<file path="src/rtl/sra_div_pkg.sv">
package sra_div_pkg;

  typedef struct packed {
    logic lt;
    logic gt;
    logic eq;
    logic so;
  } cond_t;

  typedef enum logic {
    ST_IDLE = 1'b0,
    ST_ADD  = 1'b1
  } div_state_t;

endpackage

</file>
<file path="src/rtl/sra_log_shifter.sv">
module sra_log_shifter #(
  parameter int unsigned W   = 32,
  parameter int unsigned SHW = 5
) (
  input  logic [W-1:0]   din,
  input  logic [SHW-1:0] shamt,
  output logic [W-1:0]   dout
);
  logic [W-1:0] stage [SHW+1];
  assign stage[0] = din;

  for (genvar i = 0; i < SHW; i++) begin : g_stage
    localparam int unsigned STEP = 2 ** i;
    assign stage[i+1] = shamt[i]
      ? {{STEP{din[W-1]}}, stage[i][W-1:STEP]}
      : stage[i];
  end

  assign dout = stage[SHW];
endmodule

</file>
<file path="src/rtl/sra_lost_bits.sv">
module sra_lost_bits #(
  parameter int unsigned W   = 32,
  parameter int unsigned SHW = 5
) (
  input  logic [W-1:0]   din,
  input  logic [SHW-1:0] shamt,
  output logic           carry
);
  logic [W-1:0] low_mask;
  assign low_mask = ~({W{1'b1}} << shamt);
  assign carry    = din[W-1] & (|(din & low_mask));
endmodule

</file>
<file path="src/rtl/sra_cond_gen.sv">
module sra_cond_gen
  import sra_div_pkg::*;
#(
  parameter int unsigned W = 32
) (
  input  logic [W-1:0] value,
  input  logic         so_in,
  output cond_t        cond
);
  logic is_zero;
  assign is_zero = (value == '0);
  assign cond.lt = value[W-1];
  assign cond.gt = !value[W-1] && !is_zero;
  assign cond.eq = is_zero;
  assign cond.so = so_in;
endmodule

</file>
<file path="src/rtl/sra_div_unit.sv">
module sra_div_unit
  import sra_div_pkg::*;
#(
  parameter int unsigned DATA_W = 32,
  parameter int unsigned SH_W   = $clog2(DATA_W)
) (
  input  logic              clk,
  input  logic              rst,
  input  logic              in_valid,
  input  logic [DATA_W-1:0] in_operand,
  input  logic [SH_W-1:0]   in_shamt,
  input  logic              in_record,
  input  logic              in_divide,
  input  logic              in_so,
  output logic [DATA_W-1:0] out_result,
  output logic              out_carry,
  output logic [3:0]        out_cond,
  output logic              out_done
);
  div_state_t        state;
  logic [DATA_W-1:0] shifted;
  logic              shift_carry;
  logic [DATA_W-1:0] hold_val;
  logic              hold_carry;
  logic              hold_rec;
  logic              hold_so;
  logic [DATA_W-1:0] sum_val;
  logic [DATA_W-1:0] cond_src;
  logic              cond_so;
  cond_t             cond_next;

  // Named internal events used by the checker
  logic busy;
  logic accept;
  logic cond_wr;

  assign busy    = (state == ST_ADD);
  assign accept  = in_valid && !busy;
  assign cond_wr = (accept && !in_divide && in_record) || (busy && hold_rec);

  sra_log_shifter #(.W(DATA_W), .SHW(SH_W)) u_shift (
    .din(in_operand), .shamt(in_shamt), .dout(shifted)
  );

  sra_lost_bits #(.W(DATA_W), .SHW(SH_W)) u_lost (
    .din(in_operand), .shamt(in_shamt), .carry(shift_carry)
  );

  assign sum_val  = hold_val + {{(DATA_W-1){1'b0}}, hold_carry};
  assign cond_src = busy ? sum_val : shifted;
  assign cond_so  = busy ? hold_so : in_so;

  sra_cond_gen #(.W(DATA_W)) u_cond (
    .value(cond_src), .so_in(cond_so), .cond(cond_next)
  );

  always_ff @(posedge clk) begin
    if (rst) begin
      state      <= ST_IDLE;
      out_result <= '0;
      out_carry  <= 1'b0;
      out_cond   <= '0;
      out_done   <= 1'b0;
      hold_val   <= '0;
      hold_carry <= 1'b0;
      hold_rec   <= 1'b0;
      hold_so    <= 1'b0;
    end else begin
      out_done <= 1'b0;
      if (cond_wr) out_cond <= cond_next;
      if (busy) begin
        out_result <= sum_val;
        out_carry  <= hold_carry;
        out_done   <= 1'b1;
        state      <= ST_IDLE;
      end else if (accept) begin
        if (in_divide) begin
          hold_val   <= shifted;
          hold_carry <= shift_carry;
          hold_rec   <= in_record;
          hold_so    <= in_so;
          state      <= ST_ADD;
        end else begin
          out_result <= shifted;
          out_carry  <= shift_carry;
          out_done   <= 1'b1;
        end
      end
    end
  end
endmodule

</file>
<file path="config.mk">
export PLATFORM = sky130hd
export DESIGN_NAME = sra_div_unit
export DESIGN_NICKNAME = d
export VERILOG_FILES = /design/src/rtl/sra_div_pkg.sv /design/src/rtl/sra_log_shifter.sv /design/src/rtl/sra_lost_bits.sv /design/src/rtl/sra_cond_gen.sv /design/src/rtl/sra_div_unit.sv
export SDC_FILE = /design/constraint.sdc
export NUM_CORES = 1
export LEC_CHECK = 0
export ABC_AREA = 0
export BUFFER_PORTS_ARGS = -buffer_cell sky130_fd_sc_hd__clkbuf_2
export CORE_UTILIZATION = 45
export CTS_CLUSTER_DIAMETER = 120
export DETAILED_ROUTE_END_ITERATION = 8
export GPL_ROUTABILITY_DRIVEN = 1
export PLACE_DENSITY_LB_ADDON = 0.12
export SKIP_CTS_REPAIR_TIMING = 1
export SLEW_MARGIN = 5
export SYNTH_ARGS = -nofsm -noshare
export SYNTH_HDL_FRONTEND = slang
export SYNTH_SLANG_ARGS = --single-unit
</file>
<file path="constraint.sdc">
create_clock -name clk -period 7.08 [get_ports clk]
set_input_delay 1.062 -clock clk [delete_from_list [all_inputs] [get_ports clk]]
set_output_delay 1.062 -clock clk [all_outputs]
set_load 0.05 [all_outputs]
</file>
==> results by group, run 1 <==
Routing
  – M1 WL: 10.9 mm
  – DR pass1 iterations: 8
  – Routed met3 length: 2.62 mm
  – Vias: 7164
  – DRT antenna net count: 0
  – Drt drc: 0
  – Vias per cell: 6.88
  – DR WL met2: 10.8 mm
  – DRC marker count from the first detailed-route iteration: 959
  – WL per Instance: 24.2 µm
  – Routed wire length: 25.2 mm
  – Highest metal used: met4

Logic synthesis
  – Post-Syn Area per Cell: 7.85 µm²
  – Cell area after synthesis: 0.00656 mm²
  – Post-Syn Instances: 836
  – Ys Warns: 0
  – Post-synth EDFFs: 0
  – Top_reg_cell synth: dfxtp_1
  – Top-area cell type share of the netlist area: 0.226
  – Area leader, netlist: dfxtp_1
  – Ys async rst share: 0
  – Synth area leaders: dfxtp_1 23%, mux4_2 14%, nand2_1 6.6%
  – Synth Register Bits: 74
  – Syn nets: 881
  – Sequential-to-total area share from yosys stat: 0.226
  – Synth cell types: 75

Worst setup path
  – Setup CP Type: input pin to register
  – CP Capture Type: register
  – Slowest CP cell: buf_4
  – Crit path cell chain: buf_4 -> mux4_2 -> mux2_2 -> mux4_2 -> nand2b_1 -> a2111o_1 -> nor4_1 -> and4b_1 -> o211ai_1
  – Reg2Reg Setup Slack: 3.26 ns
  – CP arrival: 4.46 ns
  – Worst EP required: 7.29 ns
  – Worst-path maximum fanout: 69
  – Crit start category: input pin
  – Setup crit start: in_shamt[1]
  – Worst path most repeated cell: mux4_2
  – R2r worst-path depth: 10
  – Reg2reg end: out_cond[2]
  – Max stage delay on crit path: 0.73 ns
  – CP endpoint: out_cond[2]
  – R2R Path Start: hold_carry

Timing
  – Hold Slack: 0.451 ns
  – RSZ-0062 raised after global routing: no
  – Worst slew margin: 0.299
  – # setup viols final: 0
  – Clock Skew: 0.00782 ns
  – Tightest Pin Transition: 1.05 ns
  – Slew Viols, Final: 0
  – Final hold vios: 0
  – Fmax: 0.236 GHz
  – Fin crit period: 4.24 ns
  – Setup TNS: 0 ns
  – Tcrit/Tclk final: 0.599

Placed design
  – Total placed instance area: 0.00691 mm²
  – DP HPWL: 18.1 mm
  – Final GP Congestion: 1.03
  – Placed Cells: 1025
  – Port Buf Inserts: 80

Clock network
  – Root buffer cell: clkbuf_16
  – Clock latency on the worst-skew pair: 0.35 ns
  – CTS tree: done
  – Clock slew at reported path FFs: 0.06 ns
  – H-tree depth: 3
  – CTS Buf Count: 9
  – Total clock sinks: 74
  – Clk buf depth: 2

Floorplanning
  – Core footprint: 0.0140 mm²
  – Starting density of the core: 0.467
  – Die area: 0.0151 mm²
  – # rows: 43
  – Die Y: 123 µm
  – Ports: 81
  – Die width: 123 µm

Pwr
  – Clock Power Share: 0.343
  – Internal power: 880 µW
  – Psw: 517 µW
  – PD cells: 193 mW/mm²
  – Sw Ratio: 0.370
  – Comb power frac: 0.317
  – Leakage: 2.57 nW
  – Seq pwr share: 0.340
  – VDD IR max: 244 µV

Cells and area
  – Layout area overhead: 9.99%
  – Biggest regs: hold_val: 32 flops, out_result: 32 flops, out_cond: 4 flops
  – ANT cells: 0
  – # fillers: 1365
  – Finished layout cell area: 0.00722 mm²
  – Ratio of cells with drive above 1 in the final layout: 0.213
  – Final #Nets: 901
  – Post-route insts no fill: 1041

GRT
  – Vias in the first global route: 6661
  – Initial antenna violation count: 0
  – GRT Util Overall: 0.349
  – First-pass GRT wire length: 39.3 mm
  – GRT overflow: 0
  – Largest net degree at the start of global routing: 77

Flow run
  – # Max-Cap Violations: 0

Min path
  – HP Class: register to register

Outcome
  – Status: completed
cells in the final DEF, fill, tap and decap left out, drive strengths merged, types with 3 or more instances in the layout:
cell type  instances
nand2            116
clkbuf            90
nor2              88
dfxtp             74
a21oi             71
mux4              41
o21ai             30
nor3              28
mux2i             26
nand3             22
a211oi            22
nand4             20
mux2              17
o211ai            15
o22ai             14
xnor2             13
a31oi             12
buf               11
inv               11
nand2b             9
nor4               9
o21a               8
o31ai              8
and2               7
a32oi              7
or2                6
xor2               6
or4                6
and3               5
nor2b              5
a22oi              4
and4               4
o2111ai            3
o32ai              3
maj3               3
worst min path at each step:
stage | endpoint | slack [ns] | startpoint | cells past startpoint
6_report | out_result[6] | 0.45 | out_result[6] | 2
5_1_grt | out_result[20] | 0.48 | out_result[20] | 2
4_1_cts | out_result[26] | 0.46 | out_result[26] | 2
3_5_place_dp | out_result[26] | 0.45 | out_result[26] | 2
3_3_place_gp | out_result[26] | 0.44 | out_result[26] | 2
2_1_floorplan | hold_so | 0.44 | hold_so | 2
synth_stat cells (12+ instances only):
library cell	count
nand4_1	19
buf_2	12
mux2_2	17
a21oi_1	71
clkbuf_1	58
nor3_1	28
a211oi_1	22
o21ai_0	30
xnor2_1	13
o211ai_1	15
nand3_1	22
o22ai_1	14
mux4_2	41
dfxtp_1	74
mux2i_1	26
nand2_1	116
nor2_1	88
power by group through the flow:
stage	Combinational, mW	Clock, mW	Sequential [mW]
2_1_floorplan	0.259	0	0.526
3_3_place_gp	0.430	0	0.481
3_5_place_dp	0.431	0	0.483
4_1_cts	0.433	0.481	0.474
5_1_grt	0.472	0.496	0.478
6_report	0.443	0.479	0.475
cell type report:
type                       instances  area (µm²)  share of cell area
clock inverter                     5        62.6             0.00867
clock buffer                      11         243              0.0336
sequential                        74        1480               0.205
inverter                          10        37.5             0.00520
timing repair buffer              90         478              0.0662
multi-input combinational        671        4690               0.650
tap                              180         225              0.0312
routing by layer:
layer | up-vias | track usage
met1 | 3428 | 0.513
met2 | 486 | 0.501
met4 | 0 | 0.143
met5 | - | 0
met3 | 64 | 0.0581
li1 | 3186 | -
critical path, delay by kind of cell:
kind | cells | cell delay, ns
simple gates | 3 | 0.68
compound gates | 2 | 0.52
mux | 3 | 1.43
buf+inv | 1 | 0.73
metrics by stage:
step                utilization  power (mW)  worst slack [ns]
finish                    0.514        1.40              2.84
global route              0.514        1.45              2.67
CTS                       0.514        1.39              2.88
detailed placement        0.492       0.914              2.54
global placement          0.492       0.911              2.66
floorplan                     -       0.784              3.30
kinds of logic after synthesis:
group	after synthesis	synth area share
compound gates	227	0.230
xor+xnor	19	0.0254
fa+ha+maj	5	0.00839
buf+inv	91	0.0600
flops	74	0.226
mux	84	0.209
simple gates	336	0.241
Power figures use the tool's default switching activity.
==> inputs of run 2 (changes only) <==
clock period = 3.6 ns   (was 7.08 ns; I/O delays follow)
==> results by group, run 2 (same netlist as run 1, synthesis figures left out) <==
Outcome
  – Status: completed

Routing
  – Routed wire length: 24.5 mm (-3.0%)
  – DR pass1 iterations: 6 (-2)
  – Vias: 7239 (+1.0%)
  – DRC marker count from the first detailed-route iteration: 973 (+1.5%)
  – DRT antenna net count: 0 (unchanged)
  – WL per Instance: 22.6 µm (-6.9%)
  – Drt drc: 0 (unchanged)
  – Vias per cell: 6.67 (-3.1%)

Floorplanning
  – Core footprint: 0.0140 mm² (unchanged)
  – # rows: 43 (unchanged)
  – Die area: 0.0151 mm² (unchanged)
  – Die Y: 123 µm (unchanged)
  – Ports: 81 (unchanged)
  – Starting density of the core: 0.467 (unchanged)
  – Die width: 123 µm (unchanged)

Timing
  – Tightest Pin Transition: 1.16 ns (+0.115 ns)
  – Fin crit period: 3.47 ns
  – Final hold vios: 0 (unchanged)
  – RSZ-0062 raised after global routing: no
  – Clock Skew: 0.00855 ns (+0.000732 ns)
  – Worst setup margin: 0.131 ns (-2.71 ns)
  – Hold Slack: 0.436 ns (-0.0151 ns)
  – Worst slew margin: 0.224 (-0.0749)
  – Fmax: 0.288 GHz
  – Setup TNS: 0 ns (unchanged)
  – # setup viols final: 0 (unchanged)
  – Tcrit/Tclk final: 0.964
  – Slew Viols, Final: 0 (unchanged)

GRT
  – GRT Util Overall: 0.332 (-0.0171)
  – Initial antenna violation count: 0 (unchanged)
  – Vias in the first global route: 6752 (+1.4%)
  – Largest net degree at the start of global routing: 52 (-32%)
  – GRT overflow: 0 (unchanged)
  – First-pass GRT wire length: 37.9 mm (-3.7%)

Worst setup path
  – R2R Path Start: hold_carry
  – CP arrival: 3.68 ns (-0.78 ns)
  – Setup CP Type: register to register
  – Reg2Reg Setup Slack: 0.13 ns (-3.13 ns)
  – Worst-path maximum fanout: 5 (-93%)
  – R2r worst-path depth: 9 (-1)
  – Reg2reg end: out_cond[2]
  – Worst EP required: 3.81 ns (-3.48 ns)
  – CP Capture Type: register
  – Crit start category: register

Placed design
  – DP HPWL: 18.4 mm (+1.3%)
  – Port Buf Inserts: 80 (unchanged)
  – Final GP Congestion: 0.976 (-5.2%)
  – Placed Cells: 1069 (+4.3%)
  – Pre-CTS WS: 0.0281 ns (-2.51 ns)
  – Total placed instance area: 0.00727 mm² (+5.1%)

Clock network
  – H-tree depth: 3 (unchanged)
  – CTS Buf Count: 9 (unchanged)
  – Clk buf depth: 2 (unchanged)
  – CTS tree: done
  – Clock slew at reported path FFs: 0.06 ns (about the same)
  – Clock latency on the worst-skew pair: 0.34 ns (about the same)
  – Total clock sinks: 74 (unchanged)
  – Root buffer cell: clkbuf_16

Cells and area
  – Commonest non-fill, non-tap cell in the layout: nand2_1
  – Layout area overhead: 15.7%
  – Most frequent cells in the layout: 116 x nand2_1, 87 x nor2_1, 79 x clkbuf_2
  – Post-route insts no fill: 1085 (+4.2%)
  – Final #Nets: 945 (+4.9%)
  – Biggest regs: hold_val: 32 flops, out_result: 32 flops, out_cond: 4 flops
  – Finished layout cell area: 0.00760 mm² (+5.2%)
  – Ratio of cells with drive above 1 in the final layout: 0.252 (+0.0394)
  – ANT cells: 0 (unchanged)
  – Post-layout util: 0.541 (+0.0268)

Pwr
  – Leakage: 2.81 nW (+9.4%)
  – Psw: 1.01 mW (+95%)
  – Seq pwr share: 0.325 (-0.015)
  – PD cells: 376 mW/mm² (+94%)
  – Comb power frac: 0.325 (+0.008)
  – Pwr Total: 2.85 mW (+100%)
  – Clock Power Share: 0.350 (+0.007)
  – VDD IR max: 310 µV (+27%)
  – Sw Ratio: 0.354 (-0.0159)
  – Internal power: 1.84 mW (+110%)

Min path
  – Hold_sp: in_so
  – HP Class: input pin to register
  – Worst Hold Depth: 3 (+1)
  – Min-Delay Endpoint: hold_so

Flow run
  – # Max-Cap Violations: 0 (unchanged)
[run 2: cell count changes in the layout (fill, tap and decap cells not counted)]
cell / before / now
buf_12: 0 / 2
clkbuf_1: 1 / 0
clkinv_2: 0 / 2
buf_4: 11 / 53
clkinvlp_4: 2 / 0
bufinv_16: 1 / 2
[run 2: power by group through the flow]
stage	Combinational [mW]	Sequential [mW]	Clock (mW)
floorplan	0.509	1.03	0
global placement	0.898	0.943	0
detailed placement	0.904	0.945	0
CTS	0.908	0.927	1.01
global route	0.985	0.936	1.04
finish	0.927	0.928	0.997
[run 2: final cells by class]
cell class,instances,area (µm²)
clock buffer,10,239
clock inverter,6,87.6
fill,1372,6450
inverter,10,37.5
multi-input combinational,671,4690
sequential,74,1480
tap,180,225
timing repair buffer,134,833
[run 2: worst max path at each step]
stage | end | startpoint | slack (ns)
final | out_cond[2] | hold_carry | 0.13
after CTS | out_cond[2] | hold_carry | 0.19
after detailed placement | out_cond[2] | in_shamt[2] | 0.03
after global placement | out_cond[2] | in_shamt[1] | 0.10
after global routing | out_cond[2] | hold_carry | 0.05
after floorplan | out_cond[2] | in_shamt[1] | 0.35
[run 2: worst max-delay path: stages, from the launching register on]
cell,delay (ns)
dfxtp_1,0.36
ha_1,0.29
nand4_1,0.17
or4_1,0.64
o31ai_4,0.27
a31oi_2,0.25
nand4b_1,0.26
or4_1,0.57
o41ai_1,0.38
o211ai_1,0.14
[run 2: metal layers]
metal / part of all wire / GRT usage / vias to the layer above
met4: 0.024 / 0.0922 / 0
met1: 0.41 / 0.459 / 3450
met3: 0.12 / 0.0929 / 60
met5: 0 / 0 / -
li1: - / - / 3285
met2: 0.44 / 0.504 / 444
